File: src/rtl/dxu_pkg.sv
package dxu_pkg;
   typedef enum logic [1:0] {
      ST_IDLE  = 2'd0,
      ST_CHECK = 2'd1,
      ST_FETCH = 2'd2,
      ST_WAIT  = 2'd3
   } dxu_state_e;

   localparam logic [1:0] SEL_BASE  = 2'd0;
   localparam logic [1:0] SEL_LIMIT = 2'd1;
   localparam logic [1:0] SEL_INV   = 2'd2;  // write: flush
   localparam logic [1:0] SEL_XFAIL = 2'd2;  // read: range fail address
   localparam logic [1:0] SEL_MFAIL = 2'd3;  // read: memory fail address
endpackage

File: src/rtl/dxu_regs.sv
module dxu_regs
   import dxu_pkg::*;
#(
   parameter int DATA_W = 32,
   parameter int LA_W   = 24
) (
   input  logic              clk,
   input  logic              rst_n,
   input  logic              wr_en,
   input  logic [1:0]        wr_sel,
   input  logic [DATA_W-1:0] wr_data,
   input  logic [1:0]        rd_sel,
   output logic [DATA_W-1:0] rd_data,
   output logic [DATA_W-1:0] base_o,
   output logic [DATA_W-1:0] limit_o,
   output logic              inv_o,
   input  logic              xfail_set,
   input  logic [LA_W-1:0]   xfail_addr,
   input  logic              mfail_set,
   input  logic [DATA_W-1:0] mfail_addr
);
   logic [DATA_W-1:0] base_q, limit_q, mfail_q;
   logic [LA_W-1:0]   xfail_q;

   always_ff @(posedge clk) begin
      if (!rst_n) begin
         base_q  <= '0;
         limit_q <= '0;
         xfail_q <= '0;
         mfail_q <= '0;
      end else begin
         if (wr_en && wr_sel == SEL_BASE)  base_q  <= wr_data;
         if (wr_en && wr_sel == SEL_LIMIT) limit_q <= wr_data;
         if (xfail_set) xfail_q <= xfail_addr;
         if (mfail_set) mfail_q <= mfail_addr;
      end
   end

   assign inv_o   = wr_en && (wr_sel == SEL_INV);
   assign base_o  = base_q;
   assign limit_o = limit_q;

   always_comb begin
      unique case (rd_sel)
         SEL_BASE:  rd_data = base_q;
         SEL_LIMIT: rd_data = limit_q;
         SEL_XFAIL: rd_data = DATA_W'(xfail_q);
         default:   rd_data = mfail_q;
      endcase
   end
endmodule

File: src/rtl/dxu_tcache.sv
module dxu_tcache #(
   parameter int TAG_W = 12,
   parameter int DAT_W = 17,
   parameter int WAYS  = 4
) (
   input  logic             clk,
   input  logic             rst_n,
   input  logic             flush,
   input  logic [TAG_W-1:0] lk_tag,
   output logic [WAYS-1:0]  hit_vec,
   output logic             lk_hit,
   output logic [DAT_W-1:0] lk_data,
   input  logic             fill_en,
   input  logic [TAG_W-1:0] fill_tag,
   input  logic [DAT_W-1:0] fill_data
);
   localparam int PTR_W = $clog2(WAYS);

   logic [WAYS-1:0]  vld_q;
   logic [TAG_W-1:0] tag_q [WAYS];
   logic [DAT_W-1:0] dat_q [WAYS];
   logic [PTR_W-1:0] ptr_q;

   always_ff @(posedge clk) begin
      if (!rst_n) begin
         vld_q <= '0;
         ptr_q <= '0;
         for (int w = 0; w < WAYS; w++) begin
            tag_q[w] <= '0;
            dat_q[w] <= '0;
         end
      end else if (flush) begin
         vld_q <= '0;
         ptr_q <= '0;
      end else if (fill_en) begin
         vld_q[ptr_q] <= 1'b1;
         tag_q[ptr_q] <= fill_tag;
         dat_q[ptr_q] <= fill_data;
         ptr_q        <= PTR_W'(ptr_q + 1'b1);
      end
   end

   for (genvar w = 0; w < WAYS; w++) begin : g_way
      assign hit_vec[w] = vld_q[w] && (tag_q[w] == lk_tag);
   end

   always_comb begin
      lk_data = '0;
      for (int w = 0; w < WAYS; w++)
         if (hit_vec[w]) lk_data = lk_data | dat_q[w];
   end

   assign lk_hit = |hit_vec;
endmodule

File: src/rtl/dxu_ctrl.sv
module dxu_ctrl
   import dxu_pkg::*;
#(
   parameter int DATA_W      = 32,
   parameter int LA_W        = 24,
   parameter int PA_W        = 29,
   parameter int PAGE_SHIFT  = 12,
   parameter int ENTRY_SHIFT = 3
) (
   input  logic                       clk,
   input  logic                       rst_n,
   input  logic                       req_valid,
   input  logic [LA_W-1:0]            req_laddr,
   output logic                       req_ready,
   output logic                       rsp_valid,
   output logic [PA_W-1:0]            rsp_paddr,
   output logic                       rsp_fault,
   input  logic [DATA_W-1:0]          base,
   input  logic [DATA_W-1:0]          limit,
   input  logic                       inv,
   output logic [LA_W-PAGE_SHIFT-1:0] lk_tag,
   input  logic                       lk_hit,
   input  logic [PA_W-PAGE_SHIFT-1:0] lk_data,
   output logic                       fill_en,
   output logic [LA_W-PAGE_SHIFT-1:0] fill_tag,
   output logic [PA_W-PAGE_SHIFT-1:0] fill_data,
   output logic                       mem_req_valid,
   output logic [DATA_W-1:0]          mem_req_addr,
   input  logic                       mem_req_ready,
   input  logic                       mem_rsp_valid,
   input  logic [DATA_W-1:0]          mem_rsp_data,
   input  logic                       mem_rsp_err,
   output logic                       xfail_set,
   output logic [LA_W-1:0]            xfail_addr,
   output logic                       mfail_set,
   output logic [DATA_W-1:0]          mfail_addr
);
   localparam int LIDX_W = LA_W - PAGE_SHIFT;
   localparam int FRM_W  = PA_W - PAGE_SHIFT;

   dxu_state_e        state_q;
   logic [LA_W-1:0]   laddr_q;
   logic [DATA_W-1:0] addr_q;
   logic              stale_q;

   logic [LIDX_W-1:0]     idx;
   logic [PAGE_SHIFT-1:0] pofs;
   logic [DATA_W-1:0]     ent_ofs, ent_addr;
   logic                  out_of_range, hit_eff, hi_clear, frame_ok;
   logic [FRM_W-1:0]      mem_frame;
   logic                  unused_low;

   assign idx      = laddr_q[LA_W-1:PAGE_SHIFT];
   assign pofs     = laddr_q[PAGE_SHIFT-1:0];
   assign ent_ofs  = DATA_W'({idx, {ENTRY_SHIFT{1'b0}}});
   assign ent_addr = base + ent_ofs;
   assign out_of_range = (ent_ofs >= limit);
   assign hit_eff  = lk_hit && !inv;

   // Frame bits above the physical range make the entry unusable.
   if (PA_W < DATA_W) begin : g_hi_chk
      assign hi_clear = ~|mem_rsp_data[DATA_W-1:PA_W];
   end else begin : g_hi_none
      assign hi_clear = 1'b1;
   end

   assign mem_frame  = mem_rsp_data[PA_W-1:PAGE_SHIFT];
   assign unused_low = ^mem_rsp_data[PAGE_SHIFT-1:0];
   assign frame_ok   = !mem_rsp_err && hi_clear;

   always_ff @(posedge clk) begin
      if (!rst_n) begin
         state_q   <= ST_IDLE;
         laddr_q   <= '0;
         addr_q    <= '0;
         stale_q   <= 1'b0;
         rsp_valid <= 1'b0;
         rsp_paddr <= '0;
         rsp_fault <= 1'b0;
      end else begin
         rsp_valid <= 1'b0;
         unique case (state_q)
            ST_IDLE: if (req_valid) begin
               laddr_q <= req_laddr;
               stale_q <= 1'b0;
               state_q <= ST_CHECK;
            end
            ST_CHECK: begin
               if (out_of_range) begin
                  rsp_valid <= 1'b1;
                  rsp_fault <= 1'b1;
                  rsp_paddr <= '0;
                  state_q   <= ST_IDLE;
               end else if (hit_eff) begin
                  rsp_valid <= 1'b1;
                  rsp_fault <= 1'b0;
                  rsp_paddr <= {lk_data, pofs};
                  state_q   <= ST_IDLE;
               end else begin
                  addr_q  <= ent_addr;
                  state_q <= ST_FETCH;
               end
            end
            ST_FETCH: begin
               if (inv) stale_q <= 1'b1;
               if (mem_req_ready) state_q <= ST_WAIT;
            end
            default: begin
               if (inv) stale_q <= 1'b1;
               if (mem_rsp_valid) begin
                  rsp_valid <= 1'b1;
                  rsp_fault <= !frame_ok;
                  rsp_paddr <= frame_ok ? {mem_frame, pofs} : '0;
                  state_q   <= ST_IDLE;
               end
            end
         endcase
      end
   end

   assign req_ready     = (state_q == ST_IDLE);
   assign lk_tag        = idx;
   assign mem_req_valid = (state_q == ST_FETCH);
   assign mem_req_addr  = addr_q;

   assign fill_en   = (state_q == ST_WAIT) && mem_rsp_valid && frame_ok && !stale_q && !inv;
   assign fill_tag  = idx;
   assign fill_data = mem_frame;

   assign xfail_set  = (state_q == ST_CHECK) && out_of_range;
   assign xfail_addr = laddr_q;
   assign mfail_set  = (state_q == ST_WAIT) && mem_rsp_valid && !frame_ok;
   assign mfail_addr = addr_q;
endmodule

File: src/rtl/dma_xlate_unit.sv
module dma_xlate_unit #(
   parameter int DATA_W      = 32,
   parameter int LA_W        = 24,
   parameter int PA_W        = 29,
   parameter int PAGE_SHIFT  = 12,
   parameter int ENTRY_SHIFT = 3,
   parameter int WAYS        = 4
) (
   input  logic              clk,
   input  logic              rst_n,
   input  logic              cfg_wr_en,
   input  logic [1:0]        cfg_wr_sel,
   input  logic [DATA_W-1:0] cfg_wr_data,
   input  logic [1:0]        cfg_rd_sel,
   output logic [DATA_W-1:0] cfg_rd_data,
   input  logic              req_valid,
   input  logic [LA_W-1:0]   req_laddr,
   output logic              req_ready,
   output logic              rsp_valid,
   output logic [PA_W-1:0]   rsp_paddr,
   output logic              rsp_fault,
   output logic              mem_req_valid,
   output logic [DATA_W-1:0] mem_req_addr,
   input  logic              mem_req_ready,
   input  logic              mem_rsp_valid,
   input  logic [DATA_W-1:0] mem_rsp_data,
   input  logic              mem_rsp_err
);
   localparam int LIDX_W = LA_W - PAGE_SHIFT;
   localparam int FRM_W  = PA_W - PAGE_SHIFT;

   if (PA_W > DATA_W || PA_W <= PAGE_SHIFT) begin : g_bad_pa
      $error("PA_W must lie in (PAGE_SHIFT, DATA_W]");
   end
   if (LA_W <= PAGE_SHIFT || LIDX_W + ENTRY_SHIFT > DATA_W) begin : g_bad_la
      $error("LA_W does not fit the page and entry geometry");
   end
   if (WAYS < 2 || (WAYS & (WAYS - 1)) != 0) begin : g_bad_ways
      $error("WAYS must be a power of two, at least 2");
   end

   logic [DATA_W-1:0] tbl_base, tbl_limit, mfail_addr;
   logic              inv_pulse, xfail_set, mfail_set;
   logic [LA_W-1:0]   xfail_addr;
   logic [LIDX_W-1:0] lk_tag, fill_tag;
   logic [FRM_W-1:0]  lk_data, fill_data;
   logic              lk_hit, fill_en;
   logic [WAYS-1:0]   hit_vec;

   dxu_regs #(.DATA_W(DATA_W), .LA_W(LA_W)) u_regs (
      .clk(clk), .rst_n(rst_n),
      .wr_en(cfg_wr_en), .wr_sel(cfg_wr_sel), .wr_data(cfg_wr_data),
      .rd_sel(cfg_rd_sel), .rd_data(cfg_rd_data),
      .base_o(tbl_base), .limit_o(tbl_limit), .inv_o(inv_pulse),
      .xfail_set(xfail_set), .xfail_addr(xfail_addr),
      .mfail_set(mfail_set), .mfail_addr(mfail_addr)
   );

   dxu_tcache #(.TAG_W(LIDX_W), .DAT_W(FRM_W), .WAYS(WAYS)) u_cache (
      .clk(clk), .rst_n(rst_n), .flush(inv_pulse),
      .lk_tag(lk_tag), .hit_vec(hit_vec), .lk_hit(lk_hit), .lk_data(lk_data),
      .fill_en(fill_en), .fill_tag(fill_tag), .fill_data(fill_data)
   );

   dxu_ctrl #(
      .DATA_W(DATA_W), .LA_W(LA_W), .PA_W(PA_W),
      .PAGE_SHIFT(PAGE_SHIFT), .ENTRY_SHIFT(ENTRY_SHIFT)
   ) u_ctrl (
      .clk(clk), .rst_n(rst_n),
      .req_valid(req_valid), .req_laddr(req_laddr), .req_ready(req_ready),
      .rsp_valid(rsp_valid), .rsp_paddr(rsp_paddr), .rsp_fault(rsp_fault),
      .base(tbl_base), .limit(tbl_limit), .inv(inv_pulse),
      .lk_tag(lk_tag), .lk_hit(lk_hit), .lk_data(lk_data),
      .fill_en(fill_en), .fill_tag(fill_tag), .fill_data(fill_data),
      .mem_req_valid(mem_req_valid), .mem_req_addr(mem_req_addr),
      .mem_req_ready(mem_req_ready), .mem_rsp_valid(mem_rsp_valid),
      .mem_rsp_data(mem_rsp_data), .mem_rsp_err(mem_rsp_err),
      .xfail_set(xfail_set), .xfail_addr(xfail_addr),
      .mfail_set(mfail_set), .mfail_addr(mfail_addr)
   );
endmodule

File: config.mk
export PLATFORM = sky130hd
export DESIGN_NAME = dma_xlate_unit
export DESIGN_NICKNAME = d
export VERILOG_FILES = /design/src/rtl/dxu_pkg.sv /design/src/rtl/dxu_regs.sv /design/src/rtl/dxu_tcache.sv /design/src/rtl/dxu_ctrl.sv /design/src/rtl/dma_xlate_unit.sv
export SDC_FILE = /design/constraint.sdc
export NUM_CORES = 1
export LEC_CHECK = 0
export CORE_MARGIN = 2
export CORE_UTILIZATION = 53
export CTS_CLUSTER_DIAMETER = 150
export DETAILED_ROUTE_END_ITERATION = 6
export DONT_BUFFER_PORTS = 1
export PLACE_DENSITY_LB_ADDON = 0.05
export SLEW_MARGIN = 20
export SYNTH_ARGS = -nofsm -noshare
export SYNTH_HDL_FRONTEND = slang
export SYNTH_SLANG_ARGS = --single-unit
File: constraint.sdc
create_clock -name clk -period 4.35 [get_ports clk]
set_clock_uncertainty 0.2 [all_clocks]
set_input_delay 0.435 -clock clk [delete_from_list [all_inputs] [get_ports clk]]
set_output_delay 0.435 -clock clk [all_outputs]
set_load 0.1 [all_outputs]
Word level (Yosys, flattened, before mapping). Memory sizes are Yosys's and may differ from the RTL's. Cells that the tools add are included.

$add $sub $neg: 2. Multipliers: 0. Divide/modulo/power cells: 0. Magnitude comparators: 3. Eq/ne operators: 14. Shifts and indexed selects: 0. Muxes and demuxes: 40. Bitwise gates (word level): 9. Reduce and logical (&&, ||, !) cells: 38.

Operators with widths (number): 2-to-1 mux 29 bit (4); case mux 32 bit (3 select lines) (1); 2-to-1 mux 17 bit (5); case mux 29 bit (2 select lines) (1); bitwise OR 17 bit (3); == test 12 bit (4); adder 32 x 15 -> 32 bit (1); >= comparator 15 x 32 -> 1 bit (1); OR reduction 17 bit (1); logical AND 1 bit (16); 2-to-1 mux 1 bit (16); 2-to-1 mux 2 bit (7); 2-to-1 mux 12 bit (1); AND reduction 3 bit (4); OR reduction 12 bit (1); == test 2 bit, second input constant (4); == test 2 x 1 -> 1 bit, second input constant (3); zero test 2 bit (3); case mux 1 bit (2 select lines) (3); case mux 2 bit (3 select lines) (1); zero test 1 bit (5); inverter 1 bit (5); bitwise OR 4 bit (1); nonzero test 2 bit (2); other kinds (12) (13).

Register bits: 216. Bits in latches: 0. Memory bits (writable): 116. ROM bits: 0. Input port bits: 99. Output and inout port bits: 97. Logic and storage cells: 121. Memories kept: 2.

Memory list: u_cache.dat_q (words 4, bits a word 17, rd ports 4, clocked after Yosys merged registers in 0, write ports 4, line dxu_tcache.sv:21) `logic [DAT_W-1:0] dat_q [WAYS];`; u_cache.tag_q (words 4, bits a word 12, rd ports 4, clocked after Yosys merged registers in 0, write ports 4, line dxu_tcache.sv:20) `logic [TAG_W-1:0] tag_q [WAYS];`.

Longest topological paths before layout. Gate-level depths: netlist (run 1). An unclocked memory read counts as a cell.

Depth in word-level cells: 13. Gate-level depth with buffers: 11. Gate-level depth less buffers: 10.

Cells and area by module. Synthesis (run 1) repeated with hierarchy kept, for this count alone.

Cell total of the unflattened synthesis: 1688. Area total of the unflattened synthesis: 17140.2 um^2.

Modules (own cells, without submodules): dxu_tcache (instances 1, cells an instance 508, area each 6271.0 um^2, seq. area each 3603.5 um^2); dxu_ctrl (instances 1, cells an instance 703, area each 5522.8 um^2, seq. area each 1801.7 um^2); dxu_regs (instances 1, cells an instance 477, area each 5346.4 um^2, seq. area each 2402.3 um^2).

Least setup slack after synthesis (run 1). No wires, ideal clock.

Path kind: input to output. Start: input cfg_rd_sel[0]. End: output cfg_rd_data[24]. Arrival: 3401 ps. Data required time: 3715 ps. Setup slack: 314 ps. Cell stages on the path: 4. Buffers on the path: 2. Path through: clkbuf_1 -> buf_1 -> mux2i_1 -> o21ai_0.

Cells in the longest elaborated chain, start to end: 2. Elaborated cells between the ends (all ways): 4. Classes of those cells: 2 x eq/ne; 1 x mux; 1 x reduce/logical.

Ends and longest elaborated chain: from (decl) (line dma_xlate_unit.sv:14) `input logic [1:0] cfg_rd_sel,`; == test 2 bit, or another cell as far along (line dxu_regs.sv:44) `unique case (rd_sel)`; case mux 32 bit (3 select lines) * (line dxu_regs.sv:44); to (decl) (line dma_xlate_unit.sv:15) `output logic [DATA_W-1:0] cfg_rd_data,`.

Every way passes the cells marked *; elsewhere a longest branch is shown, timed or not.

Final worst setup path (run 1).
Start: register u_regs.limit_q[16], in the netlist u_regs.limit_o[16]. End: register u_ctrl.rsp_fault.

Cells in the longest elaborated chain, start to end: 3. Elaborated cells between the ends (all ways): 5. Classes of those cells: 1 x order compare; 1 x eq/ne; 2 x mux; 1 x reduce/logical.

Ends and longest elaborated chain: from (decl) (line dxu_regs.sv:22) `logic [DATA_W-1:0] base_q, limit_q, mfail_q;`; from (signal assigned) (line dxu_regs.sv:33) `if (wr_en && wr_sel == SEL_LIMIT) limit_q <= wr_data;`; >= comparator 15 x 32 -> 1 bit * (line dxu_ctrl.sv:57) `assign out_of_range = (ent_ofs >= limit);`; != test 3 x 1 -> 1 bit (no line) or 2-to-1 mux 1 bit (tied branches); AND reduction 3 bit (no line) or case mux 1 bit (2 select lines) (tied branches); to (signal assigned) (line dxu_ctrl.sv:112) `rsp_fault <= !frame_ok;`; to (decl) (line dxu_ctrl.sv:17) `output logic rsp_fault,`.

Marked as above. A chain may end at the register's enable or synchronous reset.

==> run_results.csv, run 1 <==
group,metric,value,unit
status,outcome,"complete, no violations",
clock_network,clockRootBuffer,"clkbuf_16",
finish,fin_cells,2000,
yosys,synth_simple_gate_area_share,18.20,%
routing,wl_per_cell,20.89,um
global_route,grt_pass1_vias,11530,
finish,final_cell_mix,"329 x nand2_1, 216 x dfxtp_1, 165 x a21oi_1",
global_route,grt_overflow,0,
power,leakage,6.212,nW
timing,slew_headroom,21.47,%
yosys,muxShareOfSynthArea,4.452,%
routing,drtIter0Drc,943,
worst_setup_path,slowest_stage,"o21ai_2",
timing,final-hold-violation-count,0,
timing,setup_viol,0,
clock_network,clock_latency,0.52,ns
floorplan,core,0.02786,mm2
finish,drive_gt1_share,9.433,%
clock_network,clock-sinks,332,
worst_setup_path,worstSetupPathType,"flip-flop to flip-flop",
power,irDropWorstVdd,0.4842,mV
worst_setup_path,arrival,3.62,ns
routing,dr.pass1.iters,5,
timing,fin_crit,3.412,ns
yosys,synth_area,0.01506,mm2
global_route,gr-usage-all-layers,27.61,%
finish,nNetsFinal,1722,
floorplan,die_y,172.6,um
yosys,postSynthAreaPerCell,9.668,um2
yosys,yosys_warnings,0,
timing,hold_slack,0.02078,ns
global_route,grt_max_degree,123,
yosys,syn_nets,1686,
finish,num_antenna_cells,0,
finish,areaGrowthSynthToFinish,15.32,%
yosys,synth_top_family_by_area,"simple AND/OR/NAND/NOR gates",
clock_network,cts_max_path_buffers,3,
routing,wl,41.79,mm
timing,fin_crit_sh,78.44,%
worst_setup_path,rr_worst_depth,7,
yosys,yosysSeqAreaShare,51.83,%
floorplan,pin_count,196,
worst_setup_path,critPathMaxStageDelay,0.71,ns
yosys,synth_compound_gate_area_share,14.68,%
yosys,async_reset_ff_share,0,%
yosys,synthCells,1558,
worst_setup_path,cp.depth,7,
global_route,grt_pass1_wl,65.14,mm
worst_setup_path,worstSetupEndpoint,"u_ctrl.rsp_fault$_SDFFE_PN0P_",
clock_network,cts_tree,"built",
placed_design,dp_worst_setup_slack,1.001,ns
worst_setup_path,path_cells,"nor4_1 > nand2_1 > o31ai_1 > o21ai_0 > o21ai_2 > nand2b_2 > a32o_1",
worst_setup_path,start_kind,"flip-flop",
worst_setup_path,worstReg2RegEnd,"u_ctrl.rsp_fault$_SDFFE_PN0P_",
timing,slew_viol_final,0,
min_path,hp-class,"input pin to flip-flop",
worst_setup_path,r2r_start,"u_regs.limit_o[16]$_SDFFE_PN0P_",
yosys,ys_ff_latch,332,
timing,setup_ws,0.9380,ns
floorplan,initial_utilization,54.07,%
global_route,antenna_found_initial,0,
finish,layout_commonest_cell,"nand2_1",
yosys,synthAdderAreaFrac,2.459,%
yosys,synthXorXnorAreaFrac,4.303,%
worst_setup_path,cp.required,4.56,ns
worst_setup_path,critPathMaxFanout,13,
worst_setup_path,path_delay_family,"compound AO/OA/AOI/OAI gates",
timing,worstMarginPinSlew,1.173,ns
floorplan,rows,61,
yosys,synth_edf_count,116,
routing,drc,0,
worst_setup_path,rrSetupSlack,0.94,ns
placed_design,port_buffers,0,
yosys,ys.flop_type,"dfxtp_1",
floorplan,die_area,0.02979,mm2
placed_design,place_hpwl,26.71,mm
routing,vias_per_cell,5.848,
power,powerDensity,459.6,mW/mm2
routing,ant_nets,0,
floorplan,die_w,172.6,um
worst_setup_path,critPathCaptureType,"flip-flop",
worst_setup_path,worst-path-buf-inv,0,
timing,rsz0062_at_grt,"false",
timing,timing.fmax,293.1,MHz
placed_design,gp_congestion,0.7903,
routing,vias,11700,
clock_network,cts_buffers,37,
placed_design,placed_cells,1856,
timing,tns,0,ns
clock_network,htree_levels,2,
clock_network,clk_pin_slew,0.06,ns
yosys,synth.distinct_cells,61,
job,maxCapViolations,0,
worst_setup_path,crit_start,"u_regs.limit_o[16]$_SDFFE_PN0P_",
-- power by group --
group	total [mW]	internal [mW]	switching (mW)	leakage, nW
clock network	3.10	1.85	1.25	0.586
registers	3.92	3.35	0.566	2.95
logic	0.961	0.307	0.655	2.68
-- sequential cells by signal (all words and copies together), names as in the netlist --
| name | count |
|---|---|
| u_regs.mfail_q | 32 |
| u_cache.dat_q | 68 |
| u_cache.ptr_q | 2 |
| u_cache.tag_q | 48 |
| u_ctrl.rsp_paddr | 29 |
| u_regs.base_o | 32 |
| u_regs.xfail_q | 24 |
| u_regs.limit_o | 32 |
| u_cache.vld_q | 4 |
| u_ctrl.mem_req_addr | 32 |
| u_ctrl.xfail_addr | 24 |
| u_ctrl.state_q | 2 |
| u_ctrl.rsp_fault | 1 |
| u_ctrl.rsp_valid | 1 |
| u_ctrl.stale_q | 1 |
-- synthesized netlist by cell type (all sizes together), types with 2 or more instances --
cell type  number  area (um2)
a21boi          2       15.01
nor2           29       108.9
o31ai          14       105.1
nand4          15       93.84
a2111o          2       22.52
xor2            9       78.83
nand2         331        1247
inv            25       93.84
nand2b          8       52.55
o41ai           2       25.03
edfxtp        116        3483
nor4           12       150.1
o21a            2       15.01
a31oi           2       12.51
and3           33       206.5
a211oi          7       57.55
ha             28       350.3
dfxtp         216        4324
a21oi         165       825.8
xnor2          65       569.3
mux4           24       540.5
clkbuf         83       314.1
o211ai         35       262.8
nor2b           3       18.77
nor3b           2       15.01
nor3            6       35.03
buf            34       202.7
a22oi          53       397.9
mux2i          13       130.1
and2           88       550.5
or2             2       12.51
nand3          38       190.2
o21ai          73       372.9
a21o            6       45.04
-- metal layers --
layer  track usage, %  share of wire [%]
met1            37.64                 44
met2            44.46                 47
met3            5.585                7.2
met4            8.761                2.6
met5                0                  0
-- worst reg2reg max path: cells and delay by family, from the launching register on --
kind,cells,cell delay [ns]
AO/OA/AOI/OAI,4,1.64
flip-flops,1,0.32
AND/OR/NAND/NOR,3,1.14
-- through the flow --
stage               utilization, %  instance area (um2)  power [mW]
floorplan                        -                15060       4.623
global placement             55.24                15390       4.830
detailed placement           55.24                15390       4.850
CTS                          62.35                17370       8.028
global route                 62.35                17370       8.238
finish                       62.35                17370       7.983
-- what timing repair did --
action                                  4_1_cts  5_1_grt
hold endpoints to repair                    239        0
buffers inserted                              0        0
resized for setup                             0        0
endpoints found under the setup margin        0        0
hold buffers                                 77        0
-- worst min path at each step --
stage | endpoint | cells past startpoint | slack (ns) | startpoint
2_1_floorplan | u_regs.mfail_q[0]$_SDFFE_PN0P_ | 2 | 0.23 | u_regs.mfail_q[0]$_SDFFE_PN0P_
3_3_place_gp | u_regs.mfail_q[19]$_SDFFE_PN0P_ | 2 | 0.24 | u_regs.mfail_q[19]$_SDFFE_PN0P_
3_5_place_dp | u_regs.mfail_q[26]$_SDFFE_PN0P_ | 2 | 0.25 | u_regs.mfail_q[26]$_SDFFE_PN0P_
4_1_cts | u_ctrl.rsp_paddr[4]$_SDFFE_PN0P_ | 2 | 0.003 | rst_n
5_1_grt | u_ctrl.rsp_paddr[4]$_SDFFE_PN0P_ | 2 | 0.0001 | rst_n
6_report | u_ctrl.rsp_paddr[4]$_SDFFE_PN0P_ | 2 | 0.02 | rst_n
-- final cells by class --
cell class / instances / area, um2
Clock buffer: 49 / 991.0
Clock inverter: 18 / 200.2
Timing Repair Buffer: 114 / 1091
Fill cell: 2347 / 10490
Tap cell: 378 / 473.0
Sequential cell: 332 / 7807
Multi-Input combinational cell: 1083 / 6708
Inverter: 26 / 100.1
-- cells by family after synthesis --
| family | Yosys count |
|---|---|
| AND/OR/NAND/NOR | 574 |
| flip-flops | 332 |
| multiplexers | 37 |
| AO/OA/AOI/OAI | 369 |
| XOR/XNOR | 74 |
| buffers and inverters | 143 |
| adder cells (fa/ha/maj) | 29 |
Power figures use the tool's default switching activity.
==> run 2: changes to the inputs <==
==> constraint.sdc (replaced) <==
create_clock -name clk -period 2.93 [get_ports clk]
set_clock_uncertainty 0.2 [all_clocks]
set_input_delay 0.293 -clock clk [delete_from_list [all_inputs] [get_ports clk]]
set_output_delay 0.293 -clock clk [all_outputs]
set_load 0.1 [all_outputs]
==> run 2 against run 1 <==
Compared with the run above:
- largest cell class unchanged
- routed wire length is 2.3% higher
- highest routed layer unchanged
- combinational power is 110% higher
- flip-flop and latch count stayed put
- global-route usage is 0.61 points higher
- critical path depth is 3 higher
==> run_results.csv, run 2 (synthesis gave the netlist of run 1 again) <==
group,metric,value,unit
status,outcome,"complete, no violations",
finish,top_register,"u_cache.dat_q",
routing,wl,42.74,mm
routing,vias,12060,
floorplan,die_w,172.6,um
timing,rsz0062_at_grt,"false",
timing,tns,0,ns
finish,design_area,0.01807,mm2
finish,final_cell_mix,"329 x nand2_1, 213 x dfxtp_1, 164 x a21oi_1",
clock_network,cts_tree,"built",
floorplan,die_y,172.6,um
clock_network,clock_latency,0.52,ns
floorplan,pin_count,196,
worst_setup_path,critPathMaxFanout,5,
clock_network,clockRootBuffer,"clkbuf_16",
worst_setup_path,arrival,2.99,ns
routing,vias_per_cell,5.839,
placed_design,gp_congestion,0.8208,
global_route,gr-usage-all-layers,28.22,%
clock_network,clk_pin_slew,0.06,ns
placed_design,port_buffers,0,
finish,top_regs,"u_cache.dat_q x68, u_cache.tag_q x48",
worst_setup_path,crit_start,"u_ctrl.xfail_addr[12]$_SDFFE_PN0P_",
finish,layout_commonest_cell,"nand2_1",
finish,largest_reg_flops,68,
global_route,grt_pass1_wl,66.61,mm
global_route,antenna_found_initial,3,
global_route,grt_overflow,0,
clock_network,clock-sinks,332,
timing,slew_viol_final,0,
finish,nNetsFinal,1787,
routing,drc,0,
min_path,hold_start,"rst_n",
global_route,grt_pass1_vias,11550,
worst_setup_path,r2r_start,"u_ctrl.xfail_addr[12]$_SDFFE_PN0P_",
clock_network,post_cts_buffers,0,
placed_design,place_hpwl,27.45,mm
timing,final-hold-violation-count,0,
routing,ant_nets,0,
finish,fin_cells,2065,
floorplan,initial_utilization,54.07,%
global_route,grt_max_degree,134,
worst_setup_path,worstSetupPathType,"flip-flop to flip-flop",
timing,fin_crit_sh,95.41,%
finish,areaGrowthSynthToFinish,19.94,%
min_path,hp-class,"input pin to flip-flop",
floorplan,rows,61,
placed_design,placed_cells,1919,
timing,worstMarginPinSlew,1.064,ns
timing,slew_headroom,28.99,%
routing,wl_per_cell,20.70,um
worst_setup_path,start_kind,"flip-flop",
routing,dr.pass1.iters,5,
finish,fillers,2320,
power,irDropWorstVdd,0.6647,mV
clock_network,cts_buffers,36,
worst_setup_path,critPathCaptureType,"flip-flop",
power,powerDensity,672.8,mW/mm2
timing,setup_viol,0,
job,maxCapViolations,0,
floorplan,core,0.02786,mm2
power,leakage,6.589,nW
finish,drive_gt1_share,13.61,%
timing,timing.fmax,357.7,MHz
clock_network,htree_levels,2,
worst_setup_path,cp.required,3.12,ns
timing,fin_crit,2.795,ns
floorplan,die_area,0.02979,mm2
clock_network,cts_max_path_buffers,3,
routing,drtIter0Drc,1145,
placed_design,place_area,0.01598,mm2
[run 2: cell types whose count changed in the layout (fill, tap and decap cells not counted), moves of 3 or more]
| cell | delta |
|---|---|
| buf_12 | +9 |
| dfxtp_1 | -3 |
| nand2b_1 | -3 |
| inv_6 | -3 |
| diode_2 | +4 |
| clkbuf_8 | +6 |
| clkinv_2 | -4 |
| dfxtp_2 | +3 |
| nand2b_2 | +3 |
| buf_4 | +54 |
| clkinv_1 | -4 |
[run 2: worst max-delay path, cell delays in order (launching register included)]
cell and delay (ns):
dfxtp_2 0.36, ha_4 0.13, inv_1 0.04, fa_2 0.34, nor2b_2 0.13, o211ai_1 0.12, a31o_2 0.28, a2111o_2 0.57
a211oi_2 0.26, xnor2_1 0.14, a21oi_1 0.08
[run 2: area by class of cell]
| class | count | area [um2] | share of cell area [%] |
|---|---|---|---|
| antenna | 4 | 10.01 | 0.05541 |
| clock buffer | 54 | 1070 | 5.921 |
| clock inverter | 8 | 145.1 | 0.8034 |
| inverter | 26 | 100.1 | 0.5541 |
| multi-input combinational | 1084 | 6760 | 37.42 |
| sequential | 332 | 7811 | 43.24 |
| tap | 378 | 473.0 | 2.618 |
| timing repair buffer | 179 | 1697 | 9.391 |
[run 2: final timing paths]
kind / to / slack (ns) / depth (start not counted)
hold / removal: u_cache.dat_q[1][0]$_SDFFCE_PN0P_ / 0.01 / 2
setup reg to reg: u_ctrl.mem_req_addr[29]$_SDFFE_PN0P_ / 0.13 / 10
setup / recovery: u_ctrl.mem_req_addr[29]$_SDFFE_PN0P_ / 0.13 / 10
hold reg to reg: u_regs.mfail_q[2]$_SDFFE_PN0P_ / 0.25 / 2
[run 2: what timing repair did]
action / CTS / global route
endpoints found under the hold margin: 250 / 0
gates resized for setup: 0 / 16
endpoints found under the setup margin: 0 / 11
hold buffers: 79 / 0
[run 2: power by group]
group,switching (mW),leakage (nW),internal [mW]
sequential,0.521,2.95,4.98
clock,1.80,0.589,2.87
combinational,1.34,3.05,0.644
total,3.66,6.59,8.49
[run 2: through the flow]
step,setup slack [ns],util (%),total power [mW],hold slack (ns)
5_1_grt,0.002184,64.84,12.55,0.005541
2_1_floorplan,-0.07292,-,6.866,0.2290
4_1_cts,0.01438,64.61,12.19,0.007840
3_3_place_gp,0.04119,57.35,7.393,0.2304
3_5_place_dp,0.05397,57.35,7.422,0.2345
6_report,0.1346,64.85,12.16,0.01037
[run 2: per-layer routing]
layer	vias up	global-route usage (%)	share of wire (%)
li1	5690	-	-
met4	0	9.010	3.0
met1	5873	38.86	44
met5	-	0	0
met2	421	44.75	46
met3	73	5.959	7.5
